$ cat src/rtl/intagg_pkg.sv
package intagg_pkg;
  localparam int ADDR_W = 3;

  localparam logic [ADDR_W-1:0] A_GA_STAT  = 3'd0;
  localparam logic [ADDR_W-1:0] A_GA_EN    = 3'd1;
  localparam logic [ADDR_W-1:0] A_GB_STAT  = 3'd2;
  localparam logic [ADDR_W-1:0] A_GB_EN    = 3'd3;
  localparam logic [ADDR_W-1:0] A_TOP_STAT = 3'd4;
  localparam logic [ADDR_W-1:0] A_TOP_EN   = 3'd5;
  localparam logic [ADDR_W-1:0] A_CFG      = 3'd6;

  // one write strobe per register, produced by the decode
  typedef struct packed {
    logic wrGaStat;
    logic wrGaEn;
    logic wrGbStat;
    logic wrGbEn;
    logic wrTopStat;
    logic wrTopEn;
    logic wrCfg;
  } regStb_t;
endpackage

$ cat src/rtl/intagg_ctrl.sv
module intagg_ctrl
  import intagg_pkg::*;
#(
  parameter int DATA_W = 32,
  parameter int GA_W   = 6,
  parameter int GB_W   = 11,
  parameter int TOP_W  = 10
) (
  input  logic              clk,
  input  logic              rstN,
  input  logic [ADDR_W-1:0] busAddr,
  input  logic              busWr,
  input  logic              busRd,
  input  logic [GA_W-1:0]   gaStat,
  input  logic [GA_W-1:0]   gaEn,
  input  logic              gaMaster,
  input  logic [GB_W-1:0]   gbStat,
  input  logic [GB_W-1:0]   gbEn,
  input  logic [TOP_W-1:0]  topStat,
  input  logic [TOP_W-1:0]  topEn,
  input  logic              pinEn,
  output regStb_t           stb,
  output logic [DATA_W-1:0] busRdata
);
  logic [DATA_W-1:0] rdNext;

  // write decode into strobes
  always_comb begin
    stb = '0;
    if (busWr) begin
      case (busAddr)
        A_GA_STAT:  stb.wrGaStat  = 1'b1;
        A_GA_EN:    stb.wrGaEn    = 1'b1;
        A_GB_STAT:  stb.wrGbStat  = 1'b1;
        A_GB_EN:    stb.wrGbEn    = 1'b1;
        A_TOP_STAT: stb.wrTopStat = 1'b1;
        A_TOP_EN:   stb.wrTopEn   = 1'b1;
        A_CFG:      stb.wrCfg     = 1'b1;
        default:    stb = '0;
      endcase
    end
  end

  // read select, zero-extended
  always_comb begin
    rdNext = '0;
    case (busAddr)
      A_GA_STAT:  rdNext = DATA_W'(gaStat);
      A_GA_EN: begin
        rdNext = DATA_W'(gaEn);
        rdNext[DATA_W-1] = gaMaster;
      end
      A_GB_STAT:  rdNext = DATA_W'(gbStat);
      A_GB_EN:    rdNext = DATA_W'(gbEn);
      A_TOP_STAT: rdNext = DATA_W'(topStat);
      A_TOP_EN:   rdNext = DATA_W'(topEn);
      A_CFG:      rdNext[0] = pinEn;
      default:    rdNext = '0;
    endcase
  end

  always_ff @(posedge clk or negedge rstN) begin
    if (!rstN)      busRdata <= '0;
    else if (busRd) busRdata <= rdNext;
  end

  // unmapped address reads zero
  a_r10_unmapped_zero: assert property (@(posedge clk) disable iff (!rstN)
    (busRd && busAddr == 3'd7) |=> busRdata == '0);
endmodule

$ cat src/rtl/intagg_dp.sv
module intagg_dp
  import intagg_pkg::*;
#(
  parameter int DATA_W   = 32,
  parameter int GA_W     = 6,
  parameter int GB_W     = 11,
  parameter int DIRECT_W = 8,
  localparam int TOP_W   = DIRECT_W + 2,
  localparam int SUM_A   = DIRECT_W,
  localparam int SUM_B   = DIRECT_W + 1
) (
  input  logic                clk,
  input  logic                rstN,
  input  regStb_t             stb,
  input  logic [DATA_W-1:0]   wdata,
  input  logic [GA_W-1:0]     evtGrpA,
  input  logic [GB_W-1:0]     evtGrpB,
  input  logic [DIRECT_W-1:0] evtDirect,
  output logic [GA_W-1:0]     gaStat,
  output logic [GA_W-1:0]     gaEn,
  output logic                gaMaster,
  output logic [GB_W-1:0]     gbStat,
  output logic [GB_W-1:0]     gbEn,
  output logic [TOP_W-1:0]    topStat,
  output logic [TOP_W-1:0]    topEn,
  output logic                pinEn,
  output logic                irqPin
);
  logic [GA_W-1:0]  gaClr;
  logic [GB_W-1:0]  gbClr;
  logic [TOP_W-1:0] topClr;
  logic [TOP_W-1:0] topSet;
  logic             gaPend;
  logic             gbPend;
  logic             anyTop;
  logic             heldQ;
  logic             unusedBits;

  assign unusedBits = ^wdata;

  always_comb begin
    gaClr  = stb.wrGaStat  ? wdata[GA_W-1:0]  : '0;
    gbClr  = stb.wrGbStat  ? wdata[GB_W-1:0]  : '0;
    topClr = stb.wrTopStat ? wdata[TOP_W-1:0] : '0;
    gaPend = (|(gaStat & gaEn)) & gaMaster;
    gbPend = |(gbStat & gbEn);
    topSet = {gbPend, gaPend, evtDirect};
    anyTop = |(topStat & topEn);
    irqPin = pinEn ? anyTop : heldQ;
  end

  always_ff @(posedge clk or negedge rstN) begin
    if (!rstN) begin
      gaStat   <= '0;
      gaEn     <= '0;
      gaMaster <= 1'b0;
      gbStat   <= '0;
      gbEn     <= '0;
      topStat  <= '0;
      topEn    <= '0;
      pinEn    <= 1'b0;
      heldQ    <= 1'b0;
    end else begin
      // set after clear: a same-cycle event wins
      gaStat  <= (gaStat & ~gaClr) | evtGrpA;
      gbStat  <= (gbStat & ~gbClr) | evtGrpB;
      topStat <= (topStat & ~topClr) | topSet;
      heldQ   <= irqPin;
      if (stb.wrGaEn) begin
        gaEn     <= wdata[GA_W-1:0];
        gaMaster <= wdata[DATA_W-1];
      end
      if (stb.wrGbEn)  gbEn  <= wdata[GB_W-1:0];
      if (stb.wrTopEn) topEn <= wdata[TOP_W-1:0];
      if (stb.wrCfg)   pinEn <= wdata[0];
    end
  end

  // an event always leaves its bit set
  a_r2_event_sets: assert property (@(posedge clk) disable iff (!rstN)
    (evtGrpA != '0) |=> ((gaStat & $past(evtGrpA)) == $past(evtGrpA)));

  // group-A summary can only rise with the master enable on
  a_r3_master_gate: assert property (@(posedge clk) disable iff (!rstN)
    $rose(topStat[SUM_A]) |-> $past(gaMaster));

  // group-B summary falls only on a clear with nothing enabled pending
  a_r5_summary_sticky: assert property (@(posedge clk) disable iff (!rstN)
    $fell(topStat[SUM_B]) |-> ($past(stb.wrTopStat) && ($past(gbStat & gbEn) == '0)));

  // transparent pin is low when no enabled top bit is pending
  a_r6_pin_quiet: assert property (@(posedge clk) disable iff (!rstN)
    (pinEn && ((topStat & topEn) == '0)) |-> !irqPin);

  // frozen pin does not move
  a_r7_pin_hold: assert property (@(posedge clk) disable iff (!rstN)
    (!pinEn && $past(rstN)) |-> $stable(irqPin));
endmodule

$ cat src/rtl/intagg_top.sv
module intagg_top
  import intagg_pkg::*;
#(
  parameter int DATA_W   = 32,
  parameter int GA_W     = 6,
  parameter int GB_W     = 11,
  parameter int DIRECT_W = 8
) (
  input  logic                clk,
  input  logic                rstN,
  input  logic [ADDR_W-1:0]   busAddr,
  input  logic [DATA_W-1:0]   busWdata,
  input  logic                busWr,
  input  logic                busRd,
  output logic [DATA_W-1:0]   busRdata,
  input  logic [GA_W-1:0]     evtGrpA,
  input  logic [GB_W-1:0]     evtGrpB,
  input  logic [DIRECT_W-1:0] evtDirect,
  output logic                irqPin
);
  localparam int TOP_W = DIRECT_W + 2;

  regStb_t          stb;
  logic [GA_W-1:0]  gaStat;
  logic [GA_W-1:0]  gaEn;
  logic             gaMaster;
  logic [GB_W-1:0]  gbStat;
  logic [GB_W-1:0]  gbEn;
  logic [TOP_W-1:0] topStat;
  logic [TOP_W-1:0] topEn;
  logic             pinEn;

  intagg_ctrl #(
    .DATA_W(DATA_W), .GA_W(GA_W), .GB_W(GB_W), .TOP_W(TOP_W)
  ) i_ctrl (
    .clk(clk), .rstN(rstN), .busAddr(busAddr), .busWr(busWr), .busRd(busRd),
    .gaStat(gaStat), .gaEn(gaEn), .gaMaster(gaMaster),
    .gbStat(gbStat), .gbEn(gbEn), .topStat(topStat), .topEn(topEn),
    .pinEn(pinEn), .stb(stb), .busRdata(busRdata)
  );

  intagg_dp #(
    .DATA_W(DATA_W), .GA_W(GA_W), .GB_W(GB_W), .DIRECT_W(DIRECT_W)
  ) i_dp (
    .clk(clk), .rstN(rstN), .stb(stb), .wdata(busWdata),
    .evtGrpA(evtGrpA), .evtGrpB(evtGrpB), .evtDirect(evtDirect),
    .gaStat(gaStat), .gaEn(gaEn), .gaMaster(gaMaster),
    .gbStat(gbStat), .gbEn(gbEn), .topStat(topStat), .topEn(topEn),
    .pinEn(pinEn), .irqPin(irqPin)
  );
endmodule

$ cat config.mk
export PLATFORM = sky130hd
export DESIGN_NAME = intagg_top
export DESIGN_NICKNAME = d
export VERILOG_FILES = /design/src/rtl/intagg_pkg.sv /design/src/rtl/intagg_ctrl.sv /design/src/rtl/intagg_dp.sv /design/src/rtl/intagg_top.sv
export SDC_FILE = /design/constraint.sdc
export NUM_CORES = 1
export LEC_CHECK = 0
export BUFFER_PORTS_ARGS = -buffer_cell sky130_fd_sc_hd__buf_2
export CORE_MARGIN = 5
export CORE_UTILIZATION = 47
export CTS_CLUSTER_DIAMETER = 120
export DETAILED_ROUTE_END_ITERATION = 8
export PLACE_DENSITY = 0.76
export SLEW_MARGIN = 0
export SYNTH_ARGS = -nofsm -noshare
export SYNTH_HDL_FRONTEND = slang
export SYNTH_SLANG_ARGS = --single-unit
$ cat constraint.sdc
create_clock -name clk -period 1.2 [get_ports clk]
set_input_delay 0.06 -clock clk [delete_from_list [all_inputs] [get_ports clk]]
set_output_delay 0.06 -clock clk [all_outputs]
set_load 0.05 [all_outputs]
==> metrics.cfg <==
[synth]
yosysWarnings = 0
synth_seq_area_share = 0.514
ys.flop_type = dfrtp_1
synth_area_per_cell_um2 = 11.5
synth_edf_count = 0
synthCells = 291
synthArstFlopShare = 1.00
ys_ff_latch = 69
yosysUniqueCellTypes = 42
synthesis.area_um2 = 3360

[pwr]
switching_share = 0.319
power.leakage_nw = 2.06
pwr-share-seq = 0.451
power.internal_mw = 4.31
ir_worst_vdd_v = 0.000826
power_mw = 6.32
combPwrFrac = 0.257
p_switching_mw = 2.02
pwr_density_cell_nw_per_um2 = 1350
clkPwrFrac = 0.293

[cells_and_area]
final_common_cell = dfrtp_1
final_nets = 494
diodes = 0
syn_to_final_growth_pct = 39.1
drive_gt1_frac = 0.411
final_cell_mix = dfrtp_1, buf_2, buf_4
fin_cells = 531
final_core_util = 0.680
final_area_um2 = 4670
n_fill_cell = 476

[worst_setup_path]
path_max_fanout = 2
cp_data_required_time_ns = 1.14
critPathKind = reg -> out
crit_path_top_delay_cell = dfrtp_1
cp-startpoint = i_dp.topEn[5]$_DFFE_PN0P_
worstPathArrival_ns = 1.57
startpoint_type = flop
r2r_slack_ns = -0.24
rr_endpoint = i_ctrl.busRdata[1]$_DFFE_PN0P_
worst-r2r-cell-count = 5
setup.worst_path.end = irqPin
r2r_start = i_dp.gbStat[1]$_DFF_PN0_
worstPathCellList = a22o_1 > a221oi_2 > a41oi_4 > buf_6
crit_path_max_incr_delay_ns = 0.39
endpoint_kind = output pin

[routing]
vias_per_cell = 5.45
drt_iter0_drc = 282
num_vias = 2896
drc = 0
first_pass_iters = 5
ant_nets = 0
totalWireLength_um = 9530
wire_per_inst_um = 18.0

[sta]
worst_pin_slew_ns = 0.530
slew_violations = 0
tns_ns = -1.07
min_period_ns = 1.63
rsz0062_at_grt = true
setup_viol = 6
slew_headroom = 0.646
holdWs_ns = 0.0207
fmax_ghz = 0.612
hold_viol = 0
setup_slack_ns = -0.435
finalCritPeriodShare = 1.36
skew_ns = 0.0131

[clock_tree]
htree_levels = 3
cts_tree = built
cts_sinks = 69
cts_max_path_buffers = 2
cts_root_buf = clkbuf_8
worstSkewPairLatency_ns = 0.36
path_clk_slew_ns = 0.07
cts_buffers = 9

[placement]
place.gp.congestion = 0.849
dp.cells = 482
pre_cts_ws_ns = -0.189
placed_area_um2 = 4050
dp_hpwl_um = 6610
port_buffers = 56

[hold_path]
worstHoldStart = busWdata[8]
hold_path_class = in -> reg

[grt]
track_usage = 0.222
grt_pass1_wl_um = 14900
grt_pass1_vias = 2897
antenna_found_initial = 0
grt_max_degree = 70
overflow = 0

[floorplanning]
core_area_um2 = 6870
die_h_um = 94.5
rows = 30
die_x_um = 94.5
die_area_um2 = 8930
pin_count = 97
start_util = 0.489

[outcome]
violations = setup timing
status = complete, but fails checks

[job]
max-cap-violations = 0

how the worst min path moves through the flow:
stage	cells after the start	endpoint	slack [ns]
after floorplan	0	i_ctrl.busRdata[0]$_DFFE_PN0P_	-0.24
after global placement	2	i_ctrl.busRdata[4]$_DFFE_PN0P_	0.10
after detailed placement	2	i_ctrl.busRdata[4]$_DFFE_PN0P_	0.11
after CTS	2	i_dp.topEn[8]$_DFFE_PN0P_	0.001
after global routing	2	i_dp.topEn[8]$_DFFE_PN0P_	0.02
final	2	i_dp.topEn[8]$_DFFE_PN0P_	0.02
layer usage:
layer  wire (µm)  global-route usage  up-vias
li1            -                   -     1304
met1        3920               0.293     1406
met2        4490               0.353      153
met3         764              0.0454       33
met4         353              0.0962        0
met5           0                   0        -
sequential cells by signal, summed over array words and instances (netlist names):
register,cells
i_ctrl.busRdata,12
i_dp.gaEn,6
i_dp.gaMaster,1
i_dp.gaStat,6
i_dp.gbEn,11
i_dp.gbStat,11
i_dp.heldQ,1
i_dp.pinEn,1
i_dp.topEn,10
i_dp.topStat,10
final cells by class:
class | instances | area [µm²] | share of cell area
repair buffers | 143 | 1050 | 0.226
multi-input cells | 203 | 1560 | 0.335
well taps | 96 | 120 | 0.0257
flip-flops and latches | 69 | 1730 | 0.370
clock buffers | 9 | 124 | 0.0265
inverters | 4 | 15.0 | 0.00321
clock inverters | 7 | 66.3 | 0.0142
Yosys cell counts (2+ instances only):
library cell   n  area share
a21o_1        26       0.058
a21oi_1        8       0.012
a221oi_1       5       0.013
a222oi_1       2      0.0060
a22o_1         5       0.013
a22oi_1       11       0.025
a31o_2         3      0.0078
a31oi_1        3      0.0056
a32oi_1        2      0.0052
buf_2          7       0.010
buf_4         22       0.049
buf_6          3       0.010
clkbuf_1       2      0.0022
dfrtp_1       69        0.51
inv_1          4      0.0045
mux2_2        30        0.10
mux2i_1       10       0.030
nand2_1       34       0.038
nand2b_1       2      0.0037
nand3_1        2      0.0030
nand4_1        2      0.0037
nor2_1         6      0.0067
nor2b_1        6       0.011
o211ai_1       4      0.0089
o21ai_0        6      0.0089
worst max-delay path: cells and delay by family, from the launching register on:
kind	cells	cell delay [ns]
compound gates	3	0.66
flops	1	0.39
buf+inv	1	0.18
cell families after synthesis:
| logic type | after synthesis | synth area share |
|---|---|---|
| AO/OA/AOI/OAI | 82 | 0.183 |
| flip-flops | 69 | 0.514 |
| AND/OR/NAND/NOR | 59 | 0.0872 |
| multiplexers | 42 | 0.138 |
| buffers and inverters | 38 | 0.0764 |
| other | 1 | 0.00112 |
power by group through the flow:
stage               logic, mW  clock network, mW  registers (mW)
floorplan               0.766                  0            3.01
global placement         1.40                  0            2.86
detailed placement       1.45                  0            2.87
CTS                      1.57               1.87            2.84
global route             1.73               1.97            2.88
finish                   1.62               1.85            2.85
what timing repair did:
item	4_1_cts	5_1_grt
resized for setup	8	12
buffers inserted	1	3
cloned	0	0
endpoints found under the setup margin	4	9
pin swaps	1	6
hold buffers	31	0
endpoints found under the hold margin	102	0
Note: power is estimated with default switching activity, not from simulation.
